$ cat src/rtl/wp_pkg.sv
package wp_pkg;

  // sequence matcher states
  typedef enum logic [2:0] {
    M_IDLE,   // waiting for first key of an operation
    M_K1,     // first key seen
    M_K2,     // second key seen, expecting lock or extend code
    M_X1,     // extend code seen
    M_X2,     // repeated first key seen
    M_X3,     // repeated second key seen
    M_PARK    // operation carries data or a finished sequence
  } mstate_e;

  localparam logic [7:0] KEY_1   = 8'hAA;
  localparam logic [7:0] KEY_2   = 8'h55;
  localparam logic [7:0] OP_LOCK = 8'hA0;
  localparam logic [7:0] OP_EXT  = 8'h80;
  localparam logic [7:0] OP_FREE = 8'h20;

endpackage

$ cat src/rtl/wp_rst_sync.sv
module wp_rst_sync #(
  parameter int STAGES = 2
) (
  input  logic clk,
  input  logic arst_n,
  output logic srst_n
);

  logic [STAGES-1:0] sync_q;

  generate
    if (STAGES == 1) begin : g_one
      always_ff @(posedge clk or negedge arst_n) begin
        if (!arst_n) sync_q <= '0;
        else         sync_q <= 1'b1;
      end
    end else begin : g_chain
      always_ff @(posedge clk or negedge arst_n) begin
        if (!arst_n) sync_q <= '0;
        else         sync_q <= {sync_q[STAGES-2:0], 1'b1};
      end
    end
  endgenerate

  assign srst_n = sync_q[STAGES-1];

endmodule

$ cat src/rtl/wp_seq_match.sv
module wp_seq_match
  import wp_pkg::*;
#(
  parameter int                 CMD_AW     = 15,
  parameter logic [CMD_AW-1:0]  CMD_ADDR_A = 15'h5555,
  parameter logic [CMD_AW-1:0]  CMD_ADDR_B = 15'h2AAA
) (
  input  logic              clk,
  input  logic              rst_n,
  input  logic              acc,
  input  logic              flush,
  input  logic [CMD_AW-1:0] addr,
  input  logic [7:0]        data,
  output logic              is_cmd,
  output logic              en_hit,
  output logic              dis_hit
);

  mstate_e st_q, st_d;
  logic    at_a, at_b;

  assign at_a = (addr == CMD_ADDR_A);
  assign at_b = (addr == CMD_ADDR_B);

  // next state; a departing write parks the matcher for the operation
  always_comb begin
    st_d    = st_q;
    is_cmd  = 1'b0;
    en_hit  = 1'b0;
    dis_hit = 1'b0;
    if (flush) begin
      st_d = M_IDLE;
    end else if (acc) begin
      st_d = M_PARK;
      unique case (st_q)
        M_IDLE: if (at_a && data == KEY_1) begin
          st_d   = M_K1;
          is_cmd = 1'b1;
        end
        M_K1: if (at_b && data == KEY_2) begin
          st_d   = M_K2;
          is_cmd = 1'b1;
        end
        M_K2: begin
          if (at_a && data == OP_LOCK) begin
            is_cmd = 1'b1;
            en_hit = 1'b1;
          end else if (at_a && data == OP_EXT) begin
            st_d   = M_X1;
            is_cmd = 1'b1;
          end
        end
        M_X1: if (at_a && data == KEY_1) begin
          st_d   = M_X2;
          is_cmd = 1'b1;
        end
        M_X2: if (at_b && data == KEY_2) begin
          st_d   = M_X3;
          is_cmd = 1'b1;
        end
        M_X3: if (at_a && data == OP_FREE) begin
          is_cmd  = 1'b1;
          dis_hit = 1'b1;
        end
        default: ;
      endcase
    end
  end

  always_ff @(posedge clk or negedge rst_n) begin
    if (!rst_n) st_q <= M_IDLE;
    else        st_q <= st_d;
  end

endmodule

$ cat src/rtl/wp_load_win.sv
module wp_load_win #(
  parameter int LOAD_WIN = 25000
) (
  input  logic clk,
  input  logic rst_n,
  input  logic acc,
  output logic close_now
);

  localparam int            CW   = (LOAD_WIN > 2) ? $clog2(LOAD_WIN) : 1;
  localparam logic [CW-1:0] LAST = CW'(LOAD_WIN - 1);

  logic          open_q, open_d;
  logic [CW-1:0] gap_q, gap_d;
  logic          win_en;

  assign close_now = open_q & ~acc & (gap_q == LAST);
  assign win_en    = acc | open_q;

  always_comb begin
    open_d = open_q;
    gap_d  = gap_q;
    if (acc) begin
      open_d = 1'b1;
      gap_d  = '0;
    end else if (close_now) begin
      open_d = 1'b0;
      gap_d  = '0;
    end else if (open_q) begin
      gap_d  = gap_q + 1'b1;
    end
  end

  always_ff @(posedge clk or negedge rst_n) begin
    if (!rst_n) begin
      open_q <= 1'b0;
      gap_q  <= '0;
    end else if (win_en) begin
      open_q <= open_d;
      gap_q  <= gap_d;
    end
  end

endmodule

$ cat src/rtl/wp_prot_reg.sv
module wp_prot_reg (
  input  logic clk,
  input  logic init_n,
  input  logic rst_n,
  input  logic arm,
  input  logic clr,
  input  logic busy,
  output logic prot
);

  logic busy_q;
  logic pend_q, pend_d;
  logic prot_d, prot_en;
  logic busy_fall;

  assign busy_fall = busy_q & ~busy;

  always_comb begin
    pend_d = pend_q;
    if (clr)            pend_d = 1'b0;
    else if (arm)       pend_d = 1'b1;
    else if (busy_fall) pend_d = 1'b0;
  end

  assign prot_en = clr | (busy_fall & pend_q);
  assign prot_d  = ~clr;

  always_ff @(posedge clk or negedge rst_n) begin
    if (!rst_n) begin
      busy_q <= 1'b0;
      pend_q <= 1'b0;
    end else begin
      busy_q <= busy;
      pend_q <= pend_d;
    end
  end

  // flag survives functional reset
  always_ff @(posedge clk or negedge init_n) begin
    if (!init_n)      prot <= 1'b0;
    else if (prot_en) prot <= prot_d;
  end

endmodule

$ cat src/rtl/wp_guard.sv
module wp_guard #(
  parameter int                CMD_AW      = 15,
  parameter logic [CMD_AW-1:0] CMD_ADDR_A  = 15'h5555,
  parameter logic [CMD_AW-1:0] CMD_ADDR_B  = 15'h2AAA,
  parameter int                LOAD_WIN    = 25000,
  parameter int                SYNC_STAGES = 2
) (
  input  logic              clk,
  input  logic              init_n,
  input  logic              rst_n,
  input  logic              wr_stb,
  input  logic [CMD_AW-1:0] wr_addr,
  input  logic [7:0]        wr_data,
  input  logic              busy,
  output logic              prot_on,
  output logic              load_en,
  output logic              op_close,
  output logic              commit_ok,
  output logic              suppress_data
);

  logic init_s_n, fn_rst_n, fn_arst_n;
  logic acc, close_now;
  logic is_cmd, en_hit, dis_hit;
  logic has_data_q, has_data_d;
  logic unlk_q, unlk_d;
  logic flag_en;
  logic prot;

  assign fn_arst_n = rst_n & init_n;

  wp_rst_sync #(.STAGES(SYNC_STAGES)) i_init_sync (
    .clk(clk), .arst_n(init_n), .srst_n(init_s_n)
  );

  wp_rst_sync #(.STAGES(SYNC_STAGES)) i_fn_sync (
    .clk(clk), .arst_n(fn_arst_n), .srst_n(fn_rst_n)
  );

  assign acc = wr_stb & ~busy;

  wp_seq_match #(
    .CMD_AW(CMD_AW), .CMD_ADDR_A(CMD_ADDR_A), .CMD_ADDR_B(CMD_ADDR_B)
  ) i_match (
    .clk(clk), .rst_n(fn_rst_n), .acc(acc), .flush(close_now),
    .addr(wr_addr), .data(wr_data),
    .is_cmd(is_cmd), .en_hit(en_hit), .dis_hit(dis_hit)
  );

  wp_load_win #(.LOAD_WIN(LOAD_WIN)) i_win (
    .clk(clk), .rst_n(fn_rst_n), .acc(acc), .close_now(close_now)
  );

  wp_prot_reg i_prot (
    .clk(clk), .init_n(init_s_n), .rst_n(fn_rst_n),
    .arm(en_hit), .clr(dis_hit), .busy(busy), .prot(prot)
  );

  // per-operation flags
  always_comb begin
    has_data_d = has_data_q;
    unlk_d     = unlk_q;
    if (close_now) begin
      has_data_d = 1'b0;
      unlk_d     = 1'b0;
    end else begin
      if (acc && !is_cmd) has_data_d = 1'b1;
      if (en_hit)         unlk_d     = 1'b1;
    end
  end

  assign flag_en = acc | close_now;

  always_ff @(posedge clk or negedge fn_rst_n) begin
    if (!fn_rst_n) begin
      has_data_q <= 1'b0;
      unlk_q     <= 1'b0;
    end else if (flag_en) begin
      has_data_q <= has_data_d;
      unlk_q     <= unlk_d;
    end
  end

  // per-byte load decision and close verdict
  always_ff @(posedge clk or negedge fn_rst_n) begin
    if (!fn_rst_n) begin
      load_en       <= 1'b0;
      op_close      <= 1'b0;
      commit_ok     <= 1'b0;
      suppress_data <= 1'b0;
    end else begin
      load_en       <= acc & ~is_cmd & (~prot | unlk_q);
      op_close      <= close_now;
      commit_ok     <= close_now & (unlk_q | (has_data_q & ~prot));
      suppress_data <= close_now & has_data_q & prot & ~unlk_q;
    end
  end

  assign prot_on = prot;

endmodule

$ cat config.mk
export PLATFORM = sky130hd
export DESIGN_NAME = wp_guard
export DESIGN_NICKNAME = d
export VERILOG_FILES = /design/src/rtl/wp_pkg.sv /design/src/rtl/wp_rst_sync.sv /design/src/rtl/wp_seq_match.sv /design/src/rtl/wp_load_win.sv /design/src/rtl/wp_prot_reg.sv /design/src/rtl/wp_guard.sv
export SDC_FILE = /design/constraint.sdc
export NUM_CORES = 1
export LEC_CHECK = 0
export BUFFER_PORTS_ARGS = -buffer_cell sky130_fd_sc_hd__buf_2
export CORE_MARGIN = 5
export CORE_UTILIZATION = 54
export CTS_CLUSTER_DIAMETER = 120
export DETAILED_ROUTE_END_ITERATION = 10
export GPL_TIMING_DRIVEN = 0
export PLACE_DENSITY = 0.88
export SLEW_MARGIN = 15
export SYNTH_ARGS = -nofsm -noshare
export SYNTH_HDL_FRONTEND = slang
export SYNTH_SLANG_ARGS = --single-unit
$ cat constraint.sdc
create_clock -name clk -period 1.2 [get_ports clk]
set_clock_uncertainty 0.05 [all_clocks]
set_input_delay 0.3 -clock clk [delete_from_list [all_inputs] [get_ports clk]]
set_output_delay 0.3 -clock clk [all_outputs]
set_load 0.005 [all_outputs]
==> Word-level counts from Yosys, hierarchy flattened <==
Index checks and enable logic that the tools add are counted.
{ "word_totals": {"regBits": 32, "inputBits": 28, "out_inout_bits": 5, "elab_cells": 107} }
{ "classes": {"addsub": 1, "eq_ne": 13, "mux": 36, "bitwise": 24, "n_reduce_logical": 19} }
{ "op_table": {"columns": ["operator", "count"], "rows": [
  ["2-to-1 mux 15 bit", 3],
  ["== test 15 bit (second input constant)", 2],
  ["== test 8 bit (second input constant)", 3],
  ["2-to-1 mux 1 bit", 23],
  ["2-to-1 mux 3 bit", 6],
  ["adder 15 x 1 -> 15 bit (second input constant)", 1],
  ["== test 15 x 14 -> 1 bit (second input constant)", 1],
  ["case mux 3 bit (5 select lines)", 1],
  ["AND 1 bit", 13],
  ["== test 8 x 6 -> 1 bit (second input constant)", 1],
  ["== test 8 x 7 -> 1 bit (second input constant)", 1],
  ["AND reduction 2 bit", 4],
  ["== test 3 x 2 -> 1 bit (second input constant)", 2],
  ["== test 3 bit (second input constant)", 2],
  ["logical AND 1 bit", 6],
  ["NOT 1 bit", 6],
  ["nonzero test 2 bit", 3],
  ["nonzero test 3 bit", 2],
  ["OR 1 bit", 5],
  ["2-to-1 mux 2 bit", 2],
  ["case mux 1 bit (4 select lines)", 1],
  ["OR reduction 2 bit", 2],
  ["== test 3 x 1 -> 1 bit (second input constant)", 1],
  ["logical NOT 3 bit", 1],
  ["logical NOT 1 bit", 1]
]} }

==> Longest topological paths before layout <==
Gate-level depths: netlist of the first run.
{ "logic_depth": {"ltp_word": 11, "ltp_mapped": 7, "ltp_nobuf": 6} }

==> By module <==
From an unflattened synthesis of the first run, not the netlist that was laid out.
{ "unflattened": {"hier_cells": 188, "hier_area_um2": 1865.5} }
{ "modules_own_cells": {"columns": ["mod", "n_inst", "cells_per_inst", "area_per_inst_um2", "seq_area_each_um2"], "rows": [
  ["wp_load_win", 1, 86, 879.6, 400.4],
  ["wp_seq_match", 1, 67, 515.5, 75.1],
  ["wp_guard", 1, 19, 249.0, 150.1],
  ["wp_prot_reg", 1, 10, 113.9, 75.1],
  ["wp_rst_sync", 2, 3, 53.8, 50.0]
]} }

==> Worst setup path before layout of the first run <==
No wires, ideal clock.
{ "synth_path": {"kind": "input-to-reg", "startpoint": "input wr_addr[13]", "endpoint": "register i_match.st_q[2]", "setup_ns": 0.134, "t_arrival_ns": 1.732, "t_required_ns": 1.016, "slack_ns": -0.716, "path_stages": 5, "path_buffers": 0, "path_cell_list": "or4_4 nor4_4 a41oi_1 a2111oi_1 nor3_1"} }
{ "synth_via": {"elab_chain_len": 7, "elab_cells_between_ends": 13, "classes_between": "eq/ne: 2; mux: 7; reduce/logical: 4"} }
{ "synth_rtl": {"columns": ["item", "line_no", "source"], "rows": [
  ["start, declared", "wp_guard.sv:12", "input logic [CMD_AW-1:0] wr_addr,"],
  ["== test 15 bit", "wp_seq_match.sv:22", "assign at_a = (addr == CMD_ADDR_A);"],
  ["logical AND 1 bit", "wp_seq_match.sv:48", "end else if (at_a && data == OP_EXT) begin"],
  ["2-to-1 mux 3 bit", "wp_seq_match.sv:48", null],
  ["2-to-1 mux 3 bit", "wp_seq_match.sv:45", "if (at_a && data == OP_LOCK) begin"],
  ["case mux 3 bit (5 select lines) *", "wp_seq_match.sv:35", "unique case (st_q)"],
  ["2-to-1 mux 3 bit *", "wp_seq_match.sv:33", "end else if (acc) begin"],
  ["2-to-1 mux 3 bit *", "wp_seq_match.sv:31", "if (flush) begin"],
  ["end signal, assigned", "wp_seq_match.sv:72", "else st_q <= st_d;"],
  ["end, declared", "wp_seq_match.sv:19", "mstate_e st_q, st_d;"]
]} }
Mark *: on every way between the ends. The rest lies on a longest branch, timed or not. The select of a mux whose other input is x is not followed.
A chain may end at the register's enable or synchronous reset.

==> Final worst setup path of the first run <==
{ "layout_path": {"startpoint": "register i_match.st_q[1]", "endpoint": "register has_data_q"} }
{ "layout_via": {"elab_chain_len": 9, "elab_cells_between_ends": 15, "classes_between": "eq/ne: 5; mux: 3; reduce/logical: 7"} }
{ "layout_rtl": {"columns": ["item", "line_no", "source"], "rows": [
  ["== test 3 x 1 -> 1 bit, or another cell as far along", "wp_seq_match.sv:35", null],
  ["OR reduction 2 bit (no source line)", null, null],
  ["case mux 1 bit (4 select lines) *", "wp_seq_match.sv:35", null],
  ["2-to-1 mux 1 bit *", "wp_seq_match.sv:33", null],
  ["2-to-1 mux 1 bit *", "wp_seq_match.sv:31", null],
  ["logical NOT 1 bit *", "wp_guard.sv:67", "if (acc && !is_cmd) has_data_d = 1'b1;"],
  ["logical AND 1 bit *", "wp_guard.sv:67", null],
  ["nonzero test 2 bit (no source line) *", null, null],
  ["AND reduction 2 bit (no source line) *", null, null],
  ["end signal, assigned", "wp_guard.sv:79", "has_data_q <= has_data_d;"],
  ["end, declared", "wp_guard.sv:25", "logic has_data_q, has_data_d;"]
]} }
Mark *: on every way between the ends. The rest lies on a longest branch, timed or not.

==> load_flow_metrics.sql, run 1 <==
INSERT INTO impl_metrics (metric_group, metric, value, unit) VALUES
('final_layout', 'antenna_cells_inserted', '0', ''),
('outcome', 'failed_checks', 'setup timing', ''),
('min_path', 'holdCritPathClass', 'in -> reg', ''),
('timing', 'layout_worst_path_cycle_share', '144', '%'),
('power', 'p_per_area', '1130', 'nW/um^2'),
('logic_synthesis', 'synth_ff_type', 'dfrtp_1', ''),
('global_route', 'grt_max_degree', '28', ''),
('routing', 'ant_nets', '0', ''),
('timing', 'final_max_slew_viol_count', '0', ''),
('power', 'total_power', '2.87', 'mW'),
('timing', 'clock.fmax', '0.578', 'GHz'),
('worst_setup_path', 'critical_path.reg2reg.startpoint', 'i_match.st_q[1]', ''),
('clock_tree', 'cts_buffer_depth', '2', ''),
('timing', 'rsz0062_at_grt', 'true', ''),
('worst_setup_path', 'r2r_setup_slack', '-0.53', 'ns'),
('timing', 'finalWorstSetupSlack', '-0.531', 'ns'),
('power', 'leakagePower', '1.10', 'nW'),
('routing', 'dr.pass1.iters', '4', ''),
('final_layout', 'nets', '274', ''),
('power', 'power.internal', '2.05', 'mW'),
('logic_synthesis', 'netlist_area', '1710', 'sq um'),
('worst_setup_path', 'critPathRequiredTime', '1.39', 'ns'),
('logic_synthesis', 'postSynthRegisterBits', '32', ''),
('clock_tree', 'cts.reportedPaths.clkPinSlew', '0.12', 'ns'),
('logic_synthesis', 'yosysWarnings', '0', ''),
('final_layout', 'layout.filler_cells', '185', ''),
('placement', 'place_inst', '258', ''),
('worst_setup_path', 'timing.critical_path.slowest_cell_delay', '0.42', 'ns'),
('global_route', 'total_global_route_track_usage', '23.4', '%'),
('die', 'die_y', '66.3', 'microns'),
('timing', 'worst_slew_pin_slew', '0.599', 'ns'),
('logic_synthesis', 'postSynth.asyncResetShare', '100', '%'),
('outcome', 'outcome', 'complete, but fails checks', ''),
('routing', 'routedWlPerCell', '19.0', 'microns'),
('logic_synthesis', 'synth_cell_types', '45', ''),
('min_path', 'hold_sp', 'busy', ''),
('logic_synthesis', 'synth_largest_area_cell', 'dfrtp_1', ''),
('final_layout', 'post_route_cells_drive_above_1_share', '48.0', '%'),
('routing', 'routed-via-count', '1743', ''),
('worst_setup_path', 'critical_path.most_common_cell', 'buf_4', ''),
('power', 'p_clk_share', '32.9', '%'),
('die', 'design.portCount', '33', ''),
('power', 'power.ir.vdd_worst', '0.000674', 'V'),
('min_path', 'hold_end', 'i_prot.busy_q', ''),
('routing', 'met2_wirelength', '2990', 'microns'),
('min_path', 'whs_path_depth', '1', ''),
('routing', 'detail_route.drc_violations', '0', ''),
('worst_setup_path', 'timing.critical_path.cells', 'buf_4 > buf_4 > inv_1 > nor4_1 > o2111a_1 > o21ai_1', ''),
('routing', 'initialDrtViolationCount', '119', ''),
('logic_synthesis', 'synth_area_leaders', 'dfrtp_1 47%, nor2_1 6.4%, xnor2_1 4.6%', ''),
('logic_synthesis', 'synth-seq-area-share', '46.8', '%'),
('power', 'power.sequential.fraction', '43.2', '%'),
('routing', 'met3RoutedLength', '285', 'microns'),
('timing', 'period_needed', '1.73', 'ns'),
('logic_synthesis', 'synth_top_area_share', '46.8', '%'),
('global_route', 'antenna_found_initial', '0', ''),
('clock_tree', 'cts_inserted_buffers', '5', ''),
('placement', 'dp.final_hpwl', '2830', 'microns'),
('timing', 'timing.max_slew.rel_slack', '60.1', '%'),
('die', 'floorplan.die_area', '4400', 'sq um'),
('timing', 'setup-violations-final', '29', ''),
('global_route', 'first_global_vias', '1688', ''),
('final_layout', 'area_growth', '48.3', '%'),
('worst_setup_path', 'path_max_fanout', '4', ''),
('power', 'p_comb_share', '23.8', '%'),
('final_layout', 'post_layout_nonfiller_instances', '290', ''),
('clock_tree', 'clock_sink_count', '32', ''),
('clock_tree', 'tritoncts_clock_tree', 'done', ''),
('worst_setup_path', 'ff2ff_path_depth', '6', ''),
('logic_synthesis', 'synth.avg_cell_area', '9.46', 'sq um'),
('power', 'netSwitchingFraction', '28.7', '%');
[metrics by stage]
stage               worst slack (ns)  utilization [%]  setup TNS (ns)  hold WS [ns]  area, sq um
floorplan                     -0.644                -           -6.77       -0.0557         1800
CTS                           -0.472             76.8           -8.26        0.0394         2350
finish                        -0.531             83.2           -9.21        0.0540         2540
global route                  -0.601             83.2          -11.12        0.0490         2540
global placement              -0.872             66.0          -12.30       -0.0532         2020
detailed placement            -0.882             66.0          -12.57       -0.0502         2020
[layout make-up]
class / instances / area [sq um] / share of cell area (%)
inverters: 7 / 26.3 / 1.03
multi-input cells: 139 / 1130 / 44.6
well taps: 44 / 55.1 / 2.17
clock buffers: 7 / 65.1 / 2.56
clock inverters: 1 / 30.0 / 1.18
repair buffers: 56 / 383 / 15.1
plain buffers: 4 / 45.0 / 1.77
flip-flops and latches: 32 / 803 / 31.6
[cell families after synthesis]
| logic type | synth area share, % |
|---|---|
| buffers and inverters | 2.85 |
| adders and majority gates | 0.731 |
| AOI/OAI and AO/OA | 9.28 |
| other | 0.219 |
| muxes | 0.585 |
| xor gates and xnor gates | 6.65 |
| DFF | 46.8 |
| and+or+nand+nor | 32.9 |
[worst max path at each step]
stage	cells after the start	start	end
detailed placement	6	wr_addr[13]	i_prot.pend_q
global route	7	wr_addr[13]	i_match.st_q[2]
floorplan	5	wr_addr[13]	i_prot.pend_q
finish	6	i_match.st_q[1]	has_data_q
CTS	6	i_match.st_q[1]	load_en
global placement	6	wr_addr[13]	i_prot.pend_q
[worst max-delay path: cells and delay by family, from the launching register on]
| family | cells | cell delay [ns] |
|---|---|---|
| AO/OA/AOI/OAI | 2 | 0.39 |
| flip-flops | 1 | 0.41 |
| AND/OR/NAND/NOR | 1 | 0.42 |
| buffers and inverters | 3 | 0.37 |
[state kept, by name, summed over array words and instances (netlist names)]
| name | cells |
|---|---|
| unlk_q | 1 |
| i_win.gap_q | 15 |
| suppress_data | 1 |
| i_fn_sync.sync_q | 2 |
| op_close | 1 |
| load_en | 1 |
| i_match.st_q | 3 |
| i_prot.pend_q | 1 |
| has_data_q | 1 |
| i_init_sync.sync_q | 2 |
| i_prot.prot | 1 |
| commit_ok | 1 |
| i_prot.busy_q | 1 |
| i_win.open_q | 1 |
[layer usage]
layer	track usage, %	vias to the layer above
met5	0	-
met4	6.35	0
met3	5.27	27
met2	41.3	80
met1	28.4	866
li1	-	770
[placed cells by master, fill, tap and decap left out, types with 4 or more instances in the layout]
master    Yosys  routed
buf_2         0      30
nand2_1      15      13
xnor2_1       9       8
buf_6         0       6
nand4_1       5       5
inv_1         6       6
clkbuf_4      0       5
nand3_1       7       5
dfrtp_1      32      30
buf_4         2      18
nand4b_1      4       4
xor2_1        4       4
nand2b_1      5       5
nor3_1        5       5
nor2_2        0      13
nor2_1       29      13
[repair_timing]
action / 4_1_cts / 5_1_grt
gates resized for setup: 24 / 28
pin swaps: 14 / 11
setup endpoints to repair: 56 / 32
endpoints found under the hold margin: 5 / 0
hold buffers: 3 / 0
buffers inserted: 13 / 7
gates cloned: 1 / 0
[power groups by stage]
stage | Clock [mW] | Sequential [mW] | Combinational, mW
finish | 0.946 | 1.24 | 0.685
CTS | 0.940 | 1.23 | 0.486
detailed placement | 0 | 1.26 | 0.376
global route | 1.02 | 1.25 | 0.717
floorplan | 0 | 1.24 | 0.280
global placement | 0 | 1.25 | 0.367
Note: power is estimated with default switching activity, not from simulation.
==> run 2: changes to the inputs <==
- clock period: 1.2 -> 1.8 ns (I/O delays scaled with it)
==> run 2 against run 1 <==
  * The flow still finishes with violations (setup timing)
  * Combinational power shrank 62%
  * Register-to-register slack gained 0.59 ns
  * Hold slack gained 0.16 ns
  * Critical path depth is the same
  * Global-route usage shrank 3.1 points
  * Critical endpoint unchanged
  * Core utilization shrank 14 points
  * Largest power group unchanged
==> load_flow_metrics.sql, run 2 (same netlist as run 1, synthesis figures left out) <==
INSERT INTO impl_metrics (metric_group, metric, value, unit) VALUES
('final_layout', 'layout.filler_cells', '255', ''),
('timing', 'period_needed', '1.81', 'ns'),
('worst_setup_path', 'crit_arrival', '1.97', 'ns'),
('die', 'floorplan.die_area', '4400', 'sq um'),
('global_route', 'total_global_route_track_usage', '20.3', '%'),
('final_layout', 'final_cell_mix', '31 x dfrtp_1, 31 x buf_2, 29 x nor2_1, 14 x nand2_1, 9 x xnor2_1', ''),
('worst_setup_path', 'rr_endpoint', 'i_match.st_q[2]', ''),
('placement', 'dp.final_hpwl', '2860', 'microns'),
('clock_tree', 'cts_inserted_buffers', '5', ''),
('timing', 'final_max_slew_viol_count', '0', ''),
('placement', 'rd_place_congestion', '0.859', ''),
('routing', 'detail_route.drc_violations', '0', ''),
('timing', 'worst_slew_pin_slew', '0.582', 'ns'),
('timing', 'layout_worst_path_cycle_share', '100', '%'),
('die', 'chipWidth', '66.3', 'microns'),
('global_route', 'first_global_vias', '1484', ''),
('worst_setup_path', 'critPathRequiredTime', '1.97', 'ns'),
('final_layout', 'area.sequential', '802', 'sq um'),
('timing', 'finalWorstSetupSlack', '-0.00526', 'ns'),
('die', 'fp.coreArea', '3050', 'sq um'),
('routing', 'wirelength', '3990', 'microns'),
('clock_tree', 'htree_levels', '2', ''),
('worst_setup_path', 'critPathCaptureType', 'flip-flop', ''),
('power', 'p_per_area', '721', 'nW/um^2'),
('clock_tree', 'tritoncts_clock_tree', 'done', ''),
('clock_tree', 'clock_sink_count', '32', ''),
('global_route', 'grt_first_pass_wirelength', '6770', 'microns'),
('run', 'maxCapViolations', '0', ''),
('outcome', 'failed_checks', 'setup timing', ''),
('final_layout', 'biggestRegsByFlops', 'i_win.gap_q: 15 flops, i_match.st_q: 3 flops', ''),
('worst_setup_path', 'critical_path.reg2reg.startpoint', 'i_match.st_q[1]', ''),
('die', 'std_cell_rows', '20', ''),
('outcome', 'outcome', 'complete, but fails checks', ''),
('power', 'leakagePower', '0.944', 'nW'),
('worst_setup_path', 'worstSetupPathType', 'in -> reg', ''),
('routing', 'routed-via-count', '1514', ''),
('global_route', 'grt_max_degree', '28', ''),
('timing', 'hold-worst-slack', '0.211', 'ns'),
('placement', 'buffer_ports.inserted', '32', ''),
('routing', 'initialDrtViolationCount', '156', ''),
('final_layout', 'area_growth', '22.7', '%'),
('timing', 'clock.fmax', '0.554', 'GHz'),
('timing', 'finalHoldViolCount', '0', ''),
('final_layout', 'top_register', 'i_win.gap_q', ''),
('routing', 'routed_via_density', '5.55', ''),
('clock_tree', 'clockRootBuffer', 'clkbuf_4', ''),
('timing', 'timing.max_slew.rel_slack', '61.2', '%'),
('final_layout', 'multi_input_area', '906', 'sq um'),
('worst_setup_path', 'r2r_setup_slack', '0.06', 'ns'),
('global_route', 'antenna_found_initial', '0', ''),
('clock_tree', 'cts_buffer_depth', '2', ''),
('routing', 'routedWlPerCell', '14.6', 'microns'),
('power', 'power.ir.vdd_worst', '0.000265', 'V'),
('final_layout', 'post_route_cells_drive_above_1_share', '26.2', '%'),
('clock_tree', 'clk-insertion-delay-late', '0.34', 'ns'),
('power', 'total_power', '1.52', 'mW'),
('clock_tree', 'cts.reportedPaths.clkPinSlew', '0.10', 'ns'),
('final_layout', 'antenna_cells_inserted', '0', ''),
('timing', 'setup-violations-final', '2', ''),
('final_layout', 'nets', '257', ''),
('die', 'design.portCount', '33', ''),
('final_layout', 'largest_register_ffs', '15', ''),
('routing', 'dr.pass1.iters', '4', ''),
('routing', 'ant_nets', '0', ''),
('min_path', 'holdCritPathClass', 'reg -> async', ''),
('worst_setup_path', 'ff2ff_path_depth', '6', ''),
('timing', 'rsz0062_at_grt', 'true', ''),
('worst_setup_path', 'worstSetupStartpointType', 'primary input', ''),
('die', 'initial_core_utilization', '56.1', '%'),
('die', 'die_y', '66.3', 'microns'),
('worst_setup_path', 'path_max_fanout', '5', ''),
('global_route', 'grt_remaining_overflow', '0', '');
==> run 2: changes by cell type in the layout (fill, tap and decap cells not counted), moves of 3 or more <==
cell      delta
buf_6        -5
and2_1       +3
buf_4       -12
clkbuf_1     +3
and2_4       -3
nor2_2      -13
nor2_4       -3
nor2_1      +16
==> run 2: worst max-delay path, stage by stage <==
cell and delay, ns:
buf_6 0.09, or4_4 0.53, nor4_4 0.36, and2_1 0.22
o2111a_1 0.23, o21ai_1 0.08
==> run 2: layer usage <==
metal	track usage (%)	vias to the layer above	part of all wire, %
met5	0	-	0
met4	7.11	0	0.80
met3	5.27	4	5.3
met2	34.0	44	50
met1	25.0	728	44
li1	-	738	-
==> run 2: through the flow <==
stage | cell area, sq um | instances | utilization [%] | TNS [ns] | setup WS, ns
final | 2100 | 273 | 68.8 | -0.00607 | -0.00526
after global routing | 2100 | 273 | 68.8 | -0.194 | -0.0707
after CTS | 2060 | 270 | 67.5 | 0 | 0.00784
after detailed placement | 1940 | 258 | 63.4 | -6.09 | -0.435
after global placement | 1940 | 258 | 63.4 | -5.86 | -0.409
after floorplan | 1720 | 182 | - | -0.943 | -0.194
==> run 2: area by class of cell <==
class                   count  share of cell area [%]
plain buffers               4                    1.25
clock buffers               8                    2.80
inverters                   7                    1.25
multi-input cells         139                    43.1
flip-flops and latches     32                    38.2
well taps                  44                    2.62
repair buffers             39                    10.8
==> run 2: worst max-delay path by stage <==
| stage | start | to | slack, ns | depth (start not counted) |
|---|---|---|---|---|
| final | wr_addr[13] | has_data_q | -0.005 | 6 |
| after global routing | i_match.st_q[1] | i_match.st_q[2] | -0.07 | 6 |
| after CTS | wr_addr[13] | has_data_q | 0.008 | 6 |
| after detailed placement | wr_addr[13] | i_prot.pend_q | -0.43 | 6 |
| after global placement | wr_addr[13] | i_prot.pend_q | -0.41 | 6 |
| after floorplan | wr_addr[13] | i_prot.pend_q | -0.19 | 5 |
==> run 2: power breakdown <==
part	internal (mW)	total [mW]	switching [mW]
Clock	0.193	0.428	0.235
Sequential	0.769	0.828	0.0589
Combinational	0.122	0.260	0.137
Total	1.08	1.52	0.431
==> run 2: timing repair <==
action | in CTS | in global routing
setup buffers | 1 | 3
hold endpoints to repair | 5 | 0
pin swaps | 4 | 1
setup endpoints to repair | 15 | 16
gates resized for setup | 6 | 5
hold buffers | 3 | 0
